==> src/rtl/swire_pkg.sv <==
package swire_pkg;
  typedef enum logic [2:0] {
    ST_IDLE,
    ST_SLOT,
    ST_RSTLOW,
    ST_PWAIT,
    ST_PDRV
  } phy_st_e;

  function automatic int unsigned cyc_per_us(input int unsigned hz);
    return (hz / 1_000_000 > 0) ? hz / 1_000_000 : 1;
  endfunction
endpackage

==> src/rtl/swire_filt.sv <==
module swire_filt #(
  parameter int unsigned HOLD = 4
) (
  input  logic clk,
  input  logic rst,
  input  logic din,
  output logic lvl,
  output logic fall
);
  localparam int unsigned CW = (HOLD > 1) ? $clog2(HOLD) : 1;

  logic [1:0]    sync_q;
  logic [CW-1:0] cnt_q;

  always_ff @(posedge clk) begin
    if (rst) begin
      sync_q <= 2'b11;
      lvl    <= 1'b1;
      cnt_q  <= '0;
      fall   <= 1'b0;
    end else begin
      sync_q <= {sync_q[0], din};
      fall   <= 1'b0;
      if (sync_q[1] == lvl) begin
        cnt_q <= '0;
      end else if (cnt_q == CW'(HOLD - 1)) begin
        cnt_q <= '0;
        lvl   <= sync_q[1];
        fall  <= lvl;
      end else begin
        cnt_q <= cnt_q + 1'b1;
      end
    end
  end
endmodule

==> src/rtl/swire_ustimer.sv <==
module swire_ustimer #(
  parameter int unsigned CYC = 4,
  parameter int unsigned UW  = 10
) (
  input  logic          clk,
  input  logic          rst,
  input  logic          clr,
  output logic [UW-1:0] us
);
  localparam int unsigned PW = (CYC > 1) ? $clog2(CYC) : 1;

  logic [PW-1:0] pre_q;

  always_ff @(posedge clk) begin
    if (rst || clr) begin
      pre_q <= '0;
      us    <= '0;
    end else if (pre_q == PW'(CYC - 1)) begin
      pre_q <= '0;
      if (us != {UW{1'b1}}) us <= us + 1'b1;
    end else begin
      pre_q <= pre_q + 1'b1;
    end
  end
endmodule

==> src/rtl/swire_phy_ctl.sv <==
module swire_phy_ctl
  import swire_pkg::*;
#(
  parameter int unsigned UW        = 10,
  parameter int unsigned SAMPLE_US = 30,
  parameter int unsigned RST_US    = 480,
  parameter int unsigned PDH_US    = 30,
  parameter int unsigned PDL_US    = 120
) (
  input  logic          clk,
  input  logic          rst,
  input  logic          lvl,
  input  logic          fall,
  input  logic [UW-1:0] us,
  input  logic          rd_mode,
  input  logic          tx_bit,
  input  logic          rst_block,
  output logic          tmr_clr,
  output logic          drv_n,
  output logic          rx_stb,
  output logic          rx_bit,
  output logic          req_stb,
  output logic          rst_stb
);
  phy_st_e st_q;
  logic    rd_q;
  logic    done_q;

  logic at_sample, at_rst, at_pdh, at_pdl;
  assign at_sample = (us >= UW'(SAMPLE_US));
  assign at_rst    = (us >= UW'(RST_US));
  assign at_pdh    = (us >= UW'(PDH_US));
  assign at_pdl    = (us >= UW'(PDL_US));

  always_comb begin
    tmr_clr = 1'b0;
    case (st_q)
      ST_IDLE:   tmr_clr = fall;
      ST_RSTLOW: tmr_clr = lvl;
      ST_PWAIT:  tmr_clr = at_pdh;
      default:   tmr_clr = 1'b0;
    endcase
  end

  always_ff @(posedge clk) begin
    if (rst) begin
      st_q    <= ST_IDLE;
      rd_q    <= 1'b0;
      done_q  <= 1'b0;
      drv_n   <= 1'b1;
      rx_stb  <= 1'b0;
      rx_bit  <= 1'b1;
      req_stb <= 1'b0;
      rst_stb <= 1'b0;
    end else begin
      rx_stb  <= 1'b0;
      req_stb <= 1'b0;
      rst_stb <= 1'b0;
      case (st_q)
        ST_IDLE: begin
          if (fall) begin
            st_q   <= ST_SLOT;
            done_q <= 1'b0;
            rd_q   <= rd_mode;
            if (rd_mode) begin
              req_stb <= 1'b1;
              drv_n   <= tx_bit;
            end
          end
        end
        ST_SLOT: begin
          if (!lvl && at_rst && !rst_block) begin
            st_q    <= ST_RSTLOW;
            drv_n   <= 1'b1;
            rst_stb <= 1'b1;
          end else if (!done_q && at_sample) begin
            done_q <= 1'b1;
            if (rd_q) begin
              drv_n <= 1'b1;
            end else begin
              rx_bit <= lvl;
              rx_stb <= 1'b1;
            end
          end else if (done_q && lvl) begin
            st_q <= ST_IDLE;
          end
        end
        ST_RSTLOW: begin
          if (lvl) st_q <= ST_PWAIT;
        end
        ST_PWAIT: begin
          if (at_pdh) begin
            drv_n <= 1'b0;
            st_q  <= ST_PDRV;
          end
        end
        ST_PDRV: begin
          if (at_pdl) begin
            drv_n <= 1'b1;
            st_q  <= ST_IDLE;
          end
        end
        default: st_q <= ST_IDLE;
      endcase
    end
  end
endmodule

==> src/rtl/swire_slave_phy.sv <==
module swire_slave_phy
  import swire_pkg::*;
#(
  parameter int unsigned CLK_HZ    = 50_000_000,
  parameter int unsigned SAMPLE_US = 30,
  parameter int unsigned RST_US    = 480,
  parameter int unsigned PDH_US    = 30,
  parameter int unsigned PDL_US    = 120
) (
  input  logic clk,
  input  logic rst,
  input  logic bus_in,
  output logic bus_drv_n,
  input  logic rd_mode,
  input  logic tx_bit,
  input  logic rst_block,
  output logic rx_stb,
  output logic rx_bit,
  output logic req_stb,
  output logic rst_stb
);
  localparam int unsigned CYC    = cyc_per_us(CLK_HZ);
  localparam int unsigned MAX_US = RST_US + PDL_US + SAMPLE_US + PDH_US;
  localparam int unsigned UW     = $clog2(MAX_US + 1);

  logic          lvl, fall, tmr_clr;
  logic [UW-1:0] us;

  swire_filt #(.HOLD(CYC)) filt_i (
    .clk (clk),
    .rst (rst),
    .din (bus_in),
    .lvl (lvl),
    .fall(fall)
  );

  swire_ustimer #(.CYC(CYC), .UW(UW)) tmr_i (
    .clk(clk),
    .rst(rst),
    .clr(tmr_clr),
    .us (us)
  );

  swire_phy_ctl #(
    .UW(UW), .SAMPLE_US(SAMPLE_US), .RST_US(RST_US),
    .PDH_US(PDH_US), .PDL_US(PDL_US)
  ) ctl_i (
    .clk      (clk),
    .rst      (rst),
    .lvl      (lvl),
    .fall     (fall),
    .us       (us),
    .rd_mode  (rd_mode),
    .tx_bit   (tx_bit),
    .rst_block(rst_block),
    .tmr_clr  (tmr_clr),
    .drv_n    (bus_drv_n),
    .rx_stb   (rx_stb),
    .rx_bit   (rx_bit),
    .req_stb  (req_stb),
    .rst_stb  (rst_stb)
  );
endmodule

==> config.mk <==
export PLATFORM = sky130hd
export DESIGN_NAME = swire_slave_phy
export DESIGN_NICKNAME = d
export VERILOG_FILES = /design/src/rtl/swire_pkg.sv /design/src/rtl/swire_filt.sv /design/src/rtl/swire_ustimer.sv /design/src/rtl/swire_phy_ctl.sv /design/src/rtl/swire_slave_phy.sv
export SDC_FILE = /design/constraint.sdc
export NUM_CORES = 1
export LEC_CHECK = 0
export BUFFER_PORTS_ARGS = -buffer_cell sky130_fd_sc_hd__buf_2
export CAP_MARGIN = 30
export CORE_MARGIN = 5
export CORE_UTILIZATION = 30
export DETAILED_ROUTE_END_ITERATION = 8
export GPL_ROUTABILITY_DRIVEN = 0
export GPL_TIMING_DRIVEN = 0
export PLACE_DENSITY_LB_ADDON = 0.12
export SLEW_MARGIN = 15
export SYNTH_ARGS = -nofsm -noshare
export SYNTH_HDL_FRONTEND = slang
export SYNTH_SLANG_ARGS = --single-unit
export TNS_END_PERCENT = 1
==> constraint.sdc <==
create_clock -name clk -period 1.5 [get_ports clk]
set_input_delay 0.075 -clock clk [delete_from_list [all_inputs] [get_ports clk]]
set_output_delay 0.075 -clock clk [all_outputs]
set_load 0.02 [all_outputs]
==> results of run 1 <==
[worst max-delay path: cells and delay by family (launching register included)]
family	cells	cell delay, ns
buffers and inverters	1	0.11
AND/OR/NAND/NOR	1	0.40
AO/OA/AOI/OAI	3	0.41
flip-flops	1	0.33
multiplexers	1	0.12
[worst max-delay path by stage]
stage                               startpoint                         to  slack (ns)  depth (start not counted)
global route        ctl_i.st_q[0]$_SDFFE_PP0P_   ctl_i.drv_n$_SDFFE_PP1P_       -0.06                          6
floorplan            tmr_i.pre_q[1]$_SDFF_PP0_   tmr_i.us[6]$_SDFFE_PP0P_        0.08                          8
detailed placement  ctl_i.st_q[2]$_SDFFE_PP0P_   tmr_i.us[3]$_SDFFE_PP0P_       -0.13                          6
CTS                  tmr_i.pre_q[0]$_SDFF_PP0_   tmr_i.us[7]$_SDFFE_PP0P_      -0.007                          6
finish              ctl_i.st_q[0]$_SDFFE_PP0P_   ctl_i.drv_n$_SDFFE_PP1P_       0.004                          6
global placement    ctl_i.st_q[2]$_SDFFE_PP0P_  tmr_i.pre_q[3]$_SDFF_PP0_       -0.11                          6
[cell usage in the layout, fill, tap and decap left out, types with 6 or more instances in the layout]
cell type | Yosys | layout
nand2_1 | 14 | 11
dfxtp_1 | 36 | 21
nand3_1 | 12 | 8
nor3_1 | 11 | 7
ha_1 | 6 | 6
buf_4 | 0 | 10
inv_1 | 8 | 8
nor2_1 | 27 | 27
xnor2_1 | 11 | 11
dfxtp_2 | 0 | 13
buf_2 | 2 | 10
nand4_1 | 6 | 6
[where the power goes]
group / internal (uW) / total [uW] / switching [uW]
combinational: 27.7 / 56.5 / 28.7
sequential: 963 / 970 / 7.81
clock: 492 / 849 / 357
total: 1480 / 1880 / 394
[through the flow]
step | area, um2 | utilization | total power, uW
after floorplan | 1678 | - | 1025
after global placement | 1818 | 0.3322 | 1042
after detailed placement | 1818 | 0.3322 | 1044
after CTS | 2041 | 0.3729 | 1917
after global routing | 2117 | 0.3868 | 1978
final | 2117 | 0.3868 | 1876
[per-layer routing]
metal  GRT usage  up-vias  part of all wire
met1      0.1217      646              0.47
met3     0.03238        4             0.026
met2      0.1744       10              0.49
met4     0.03165        0            0.0063
li1            -      707                 -
met5           0        -                 0
[timing repair]
item	in CTS	in global routing
hold buffers	1	0
setup buffers	5	5
hold endpoints to repair	1	0
pin swaps	8	9
resized for setup	21	19
setup endpoints to repair	13	24
[state kept, by name, summed over array words and instances (netlist names), 2 cells and up]
| name | flops |
|---|---|
| filt_i.sync_q | 2 |
| ctl_i.st_q | 3 |
| tmr_i.pre_q | 6 |
| tmr_i.us | 10 |
| filt_i.cnt_q | 6 |
[area by class of cell]
class | instances | area [um2]
fill | 575 | 3356
multi-input combinational | 140 | 979.7
sequential | 36 | 744.5
timing repair buffer | 21 | 135.1
tap | 72 | 90.09
clock buffer | 5 | 68.82
clock inverter | 3 | 42.54
inverter | 8 | 30.03
buffer | 3 | 26.28
[cell families after synthesis]
| family | count (synthesis) |
|---|---|
| AND/OR/NAND/NOR | 96 |
| flip-flops | 36 |
| AO/OA/AOI/OAI | 20 |
| XOR/XNOR | 15 |
| buffers and inverters | 13 |
| adder cells (fa/ha/maj) | 6 |
| multiplexers | 3 |
==> implementation parameters, run 1 <==
Parameter                              Value

Clock tree
  TritonCTS buffer count    5
  Clock root buffer    clkbuf_8
  H-tree Lvls    2
  Clock-pin slew on the worst setup and hold paths    roughly 0.08 ns
  Worst-Skew Late Latency    between 0.2 and 0.3 ns
  Clock sink total    36
  Maximum number of buffers from clock root to sink    2
  TritonCTS clock tree    done

Worst setup path
  Largest stage delay on the critical path    0.40 ns
  Required time of the critical path    about 1.7 ns
  Number of cell instances on the worst register-to-register path    6
  R2r setup slk    approximately 0.0042 ns
  Reg2Reg Capture Point    ctl_i.drv_n$_SDFFE_PP1P_
  Library cell contributing the largest single delay on the critical path    or3b_4
  Startpoint types    flop
  Critical register-to-register path startpoint    ctl_i.st_q[0]$_SDFFE_PP0P_
  Crit Path Category    reg2reg
  Largest fanout of any net on the critical path    8
  Kind of end point of the critical path    flop
  CP arrival    about 1.7 ns
  Critical-path cell list    buf_6 > or3b_4 > a21oi_4 > a21boi_2 > a211oi_2 > mux2i_1

Finish
  Number of antenna cells inserted    0
  Proportion of layout cells with a drive suffix above 1    0.3287
  Final std cells w/o fill    approximately 290
  Layout-stage area growth over the synthesis result    26.17%
  Final net count    roughly 230

Routing
  Per-cell routed wire length    about 12 um
  First-iteration detailed-routing DRC count    47
  DRC violations left    0
  Antenna-violating nets left    0
  Vias after detailed routing    about 1,400
  Initial DRT Pass Iterations    4
  Via count normalized by instance count    about 4.7
  Final routed wirelength across all metal layers    about 3.5 mm

Yosys
  Fraction of the mapped netlist area in adder cells    0.04474
  Async S/R FF share, synth    0
  Top post-synthesis cells by count    36 x dfxtp_1, 27 x nor2_1, 14 x nand2_1, 12 x nand3_1
  Area fraction in compound gates after synthesis    0.08725
  Fraction of synthesized area in multiplexers    0.01790
  Number of flops mapped to enable cells by yosys    0
  Cell type with the highest aggregate area in the netlist    dfxtp_1
  Basic-gate share of the synthesized area counting and, or, nand and nor cells    0.3072
  Net count of the mapped netlist    about 200
  Yosys Warn Count    0
  Share of the synthesized area in the top cell type    0.4295
  Dominant synthesized flop cell    dfxtp_1
  Largest family of logic cells by synthesized area    simple AND/OR/NAND/NOR gates
  Most instantiated library cell after synthesis    dfxtp_1
  Sequential fraction of the synthesis area    0.4295
  Mean instance size in the synthesized netlist    approximately 8.9 um2
  Top cells by area, synth    dfxtp_1 43%, nor2_1 6.0%, xnor2_1 5.7%
  Number of distinct standard cells referenced by the synthesized netlist    44
  Post-Synthesis Cell Area    roughly 1700 um2
  XOR/XNOR share of the synthesized area    0.07830
  #FFs+latches synth    36
  Syn Inst Count    roughly 190

Hold path
  Terminating pin of the worst hold path    filt_i.sync_q[1]$_SDFF_PP1_
  Hold path depth    2
  Min-delay worst type    in2reg
  Launch point of the worst hold path    rst

Global routing
  Global-route wire length before repair    between 6 and 7 mm
  GRT Util Overall    0.1021
  Largest net degree at the start of global routing    13
  Number of antenna violations at the first check in global routing    0
  Via count of the first global-routing pass    around 1,400
  Leftover overflow at the end of global routing    0

Timing
  Final worst-path setup slack    approximately 0.0042 ns
  Post-route clock skew    0.007586 ns
  Setup TNS    0 ns
  Post-route fraction of the period consumed by the critical path    0.9972
  Transition time at the pin with the least slew margin    roughly 0.45 ns
  Slew margin rel.    0.6968
  Hold Worst Slack    ~0.056 ns
  Unrepaired setup endpoints after global routing    true
  Final number of hold-violating endpoints    0
  Time the final worst path needs with I/O delays and setup    approximately 1.5 ns
  Highest clock rate    668.5 MHz
  Max Transition Viols Final    0
  Setup-failing EPs final    0

Die
  DIE WIDTH    ~85 um
  Initial core utilization    0.3066
  Placeable Area    5473 um2
  DIE HEIGHT    approximately 85 um
  I/O pin count    11
  Cell Rows    27
  Overall die area    just over 7000 um2

Power and ir drop
  Power density of the placed cells    886.0 nW/um2
  Pleak    0.0008034 uW
  Worst-case vdd ir drop    0.5096 mV

Place
  Placed insts    271
  Post-Place Worst Slack    -0.1281 ns
  Post-detail-place hpwl    2.429 mm
  Number of port buffers    10

Outcome
  Result of the run    completed

Run
  Number of max-cap violations    0
Note: power is estimated with default switching activity, not from simulation.
==> run 2: changes to the inputs <==
--- a/config.mk
+++ b/config.mk
@@ -5,7 +5,7 @@
 export SDC_FILE = /design/constraint.sdc
 export NUM_CORES = 1
 export LEC_CHECK = 0
-export BUFFER_PORTS_ARGS = -buffer_cell sky130_fd_sc_hd__buf_2
+export BUFFER_PORTS_ARGS = -buffer_cell sky130_fd_sc_hd__clkbuf_2
 export CAP_MARGIN = 30
 export CORE_MARGIN = 5
 export CORE_UTILIZATION = 30
==> run 2 against run 1 <==
- combinational power up 16%
- power down 0.35%
- clock skew down 0.0015 ns
- clock-buffer cell count up 1
- highest routed layer unchanged
==> implementation parameters, run 2 (synthesized netlist as in run 1, its figures left out) <==
Parameter                              Value

Routing
  Final routed wirelength across all metal layers    around 3.5 mm
  Via count normalized by instance count    approximately 4.8
  Vias after detailed routing    about 1,400
  Per-cell routed wire length    ~12 um
  Antenna-violating nets left    0
  Initial DRT Pass Iterations    4
  DRC violations left    0
  First-iteration detailed-routing DRC count    between 60 and 70

Die
  DIE HEIGHT    around 85 um
  Cell Rows    27
  Initial core utilization    0.3066
  Placeable Area    5473 um2
  I/O pin count    11
  DIE WIDTH    about 85 um
  Overall die area    ~7200 um2

Clock tree
  Maximum number of buffers from clock root to sink    2
  Clock-pin slew on the worst setup and hold paths    0.07 ns
  Clock root buffer    clkbuf_8
  Worst-Skew Late Latency    roughly 0.29 ns
  H-tree Lvls    2
  Clock sink total    36
  TritonCTS buffer count    5
  TritonCTS clock tree    done

Power and ir drop
  Power density of the placed cells    868.5 nW/um2
  Pleak    between 0.0008 and 0.0009 uW
  Worst-case vdd ir drop    around 0.52 mV

Global routing
  Via count of the first global-routing pass    between 1,000 and 1,500
  Leftover overflow at the end of global routing    0
  Global-route wire length before repair    between 6 and 7 mm
  GRT Util Overall    0.1064
  Number of antenna violations at the first check in global routing    0
  Largest net degree at the start of global routing    12

Worst setup path
  Buffer and inverter count on the worst path    2
  Kind of end point of the critical path    flop
  Library cell contributing the largest single delay on the critical path    dfxtp_4
  Required time of the critical path    roughly 1.7 ns
  R2r setup slk    roughly 0.0027 ns
  Gate family responsible for the most delay along the worst path    simple AND/OR/NAND/NOR gates
  CP arrival    1.72 ns
  Largest stage delay on the critical path    0.37 ns
  Crit Path Category    reg2reg
  Largest fanout of any net on the critical path    8
  Startpoint types    flop
  Critical-path cell list    nand4_1 > buf_4 > nand3_2 > nand2_1 > nand3_4 > clkbuf_16 > nor2_1

Timing
  Unrepaired setup endpoints after global routing    true
  Transition time at the pin with the least slew margin    roughly 0.45 ns
  Post-route fraction of the period consumed by the critical path    0.9982
  Highest clock rate    ~670 MHz
  Final number of hold-violating endpoints    0
  Post-route clock skew    between 0.006 and 0.007 ns
  Time the final worst path needs with I/O delays and setup    1.497 ns
  Final worst-path setup slack    roughly 0.0027 ns
  Slew margin rel.    0.6970
  Max Transition Viols Final    0
  Setup TNS    0 ns
  Setup-failing EPs final    0

Run
  Number of max-cap violations    0

Place
  Post-Place Worst Slack    -0.1559 ns
  Number of port buffers    10
  Post-detail-place hpwl    around 2.4 mm

Finish
  Number of antenna cells inserted    0
  Largest registers    tmr_i.us: 10 flops, filt_i.cnt_q: 6 flops, tmr_i.pre_q: 6 flops
  Commonest non-fill, non-tap cell in the layout    nor2_1
  Final net count    229
  Filler cell count in the final layout    around 590
  Number of flip-flops under the largest register name    10
  Most used cells in the layout excluding fill and tap cells    27 x nor2_1, 21 x dfxtp_1, 13 x dfxtp_2
  Largest reg by FF count    tmr_i.us
  Layout-stage area growth over the synthesis result    28.26%
  Proportion of layout cells with a drive suffix above 1    0.3257

Hold path
  Min-delay worst type    in2reg

Outcome
  Result of the run    completed
## run 2: cell types whose count changed in the layout (fill, tap and decap cells not counted)
cell / change
clkinvlp_4: -1
buf_8: +1
and3b_2: -1
nand2_1: +1
and3b_1: +1
a211oi_2: +1
clkbuf_16: +1
buf_4: -1
a211oi_1: -1
nand2_2: -1
buf_2: -10
clkbuf_1: +1
clkbuf_2: +11
## run 2: layout make-up
| type | count | area [um2] | share of cell area |
|---|---|---|---|
| Timing Repair Buffer | 23 | 168.9 | 0.07849 |
| Clock buffer | 6 | 72.57 | 0.03372 |
| Sequential cell | 36 | 744.5 | 0.3459 |
| Buffer | 3 | 30.03 | 0.01395 |
| Multi-Input combinational cell | 140 | 980.9 | 0.4558 |
| Clock inverter | 2 | 35.03 | 0.01628 |
| Inverter | 8 | 30.03 | 0.01395 |
| Tap cell | 72 | 90.09 | 0.04186 |
## run 2: routing by layer
layer,share of wire,up-vias,global-route usage
met2,0.46,19,0.1744
met3,0.037,8,0.03631
met5,0,-,0
li1,-,713,-
met1,0.48,661,0.1246
met4,0.019,0,0.04892
## run 2: worst paths after layout
path                                from                          end  depth (start not counted)
min reg2reg  filt_i.sync_q[0]$_SDFF_PP1_  filt_i.sync_q[1]$_SDFF_PP1_                          1
max             tmr_i.us[3]$_SDFFE_PP0P_     tmr_i.us[3]$_SDFFE_PP0P_                          7
min                                  rst  filt_i.sync_q[1]$_SDFF_PP1_                          2
max reg2reg     tmr_i.us[3]$_SDFFE_PP0P_     tmr_i.us[3]$_SDFFE_PP0P_                          7
## run 2: timing repair
item | 4_1_cts | 5_1_grt
hold buffers | 1 | 0
cloned | 0 | 1
hold endpoints to repair | 1 | 0
resized for setup | 18 | 23
pin swaps | 6 | 9
endpoints found under the setup margin | 12 | 25
buffers inserted | 3 | 8
## run 2: power by group
part	internal [uW]	switching, uW	leakage [uW]	total, uW
Sequential	963	8.11	0.000298	971
Combinational	34.5	31.1	0.000471	65.6
Clock	493	339	0.0000552	832
Total	1490	378	0.000824	1870
## run 2: per-stage QoR
stage          area (um2)  total power [uW]  hold slack, ns  utilization  instances
2_1_floorplan        1678              1025          0.1788            -        189
3_3_place_gp         1818              1042          0.2630       0.3322        271
3_5_place_dp         1818              1045          0.2608       0.3322        271
4_1_cts              2018              1901         0.05191       0.3688        283
5_1_grt              2152              1962         0.06974       0.3932        290
6_report             2152              1869         0.06199       0.3932        290
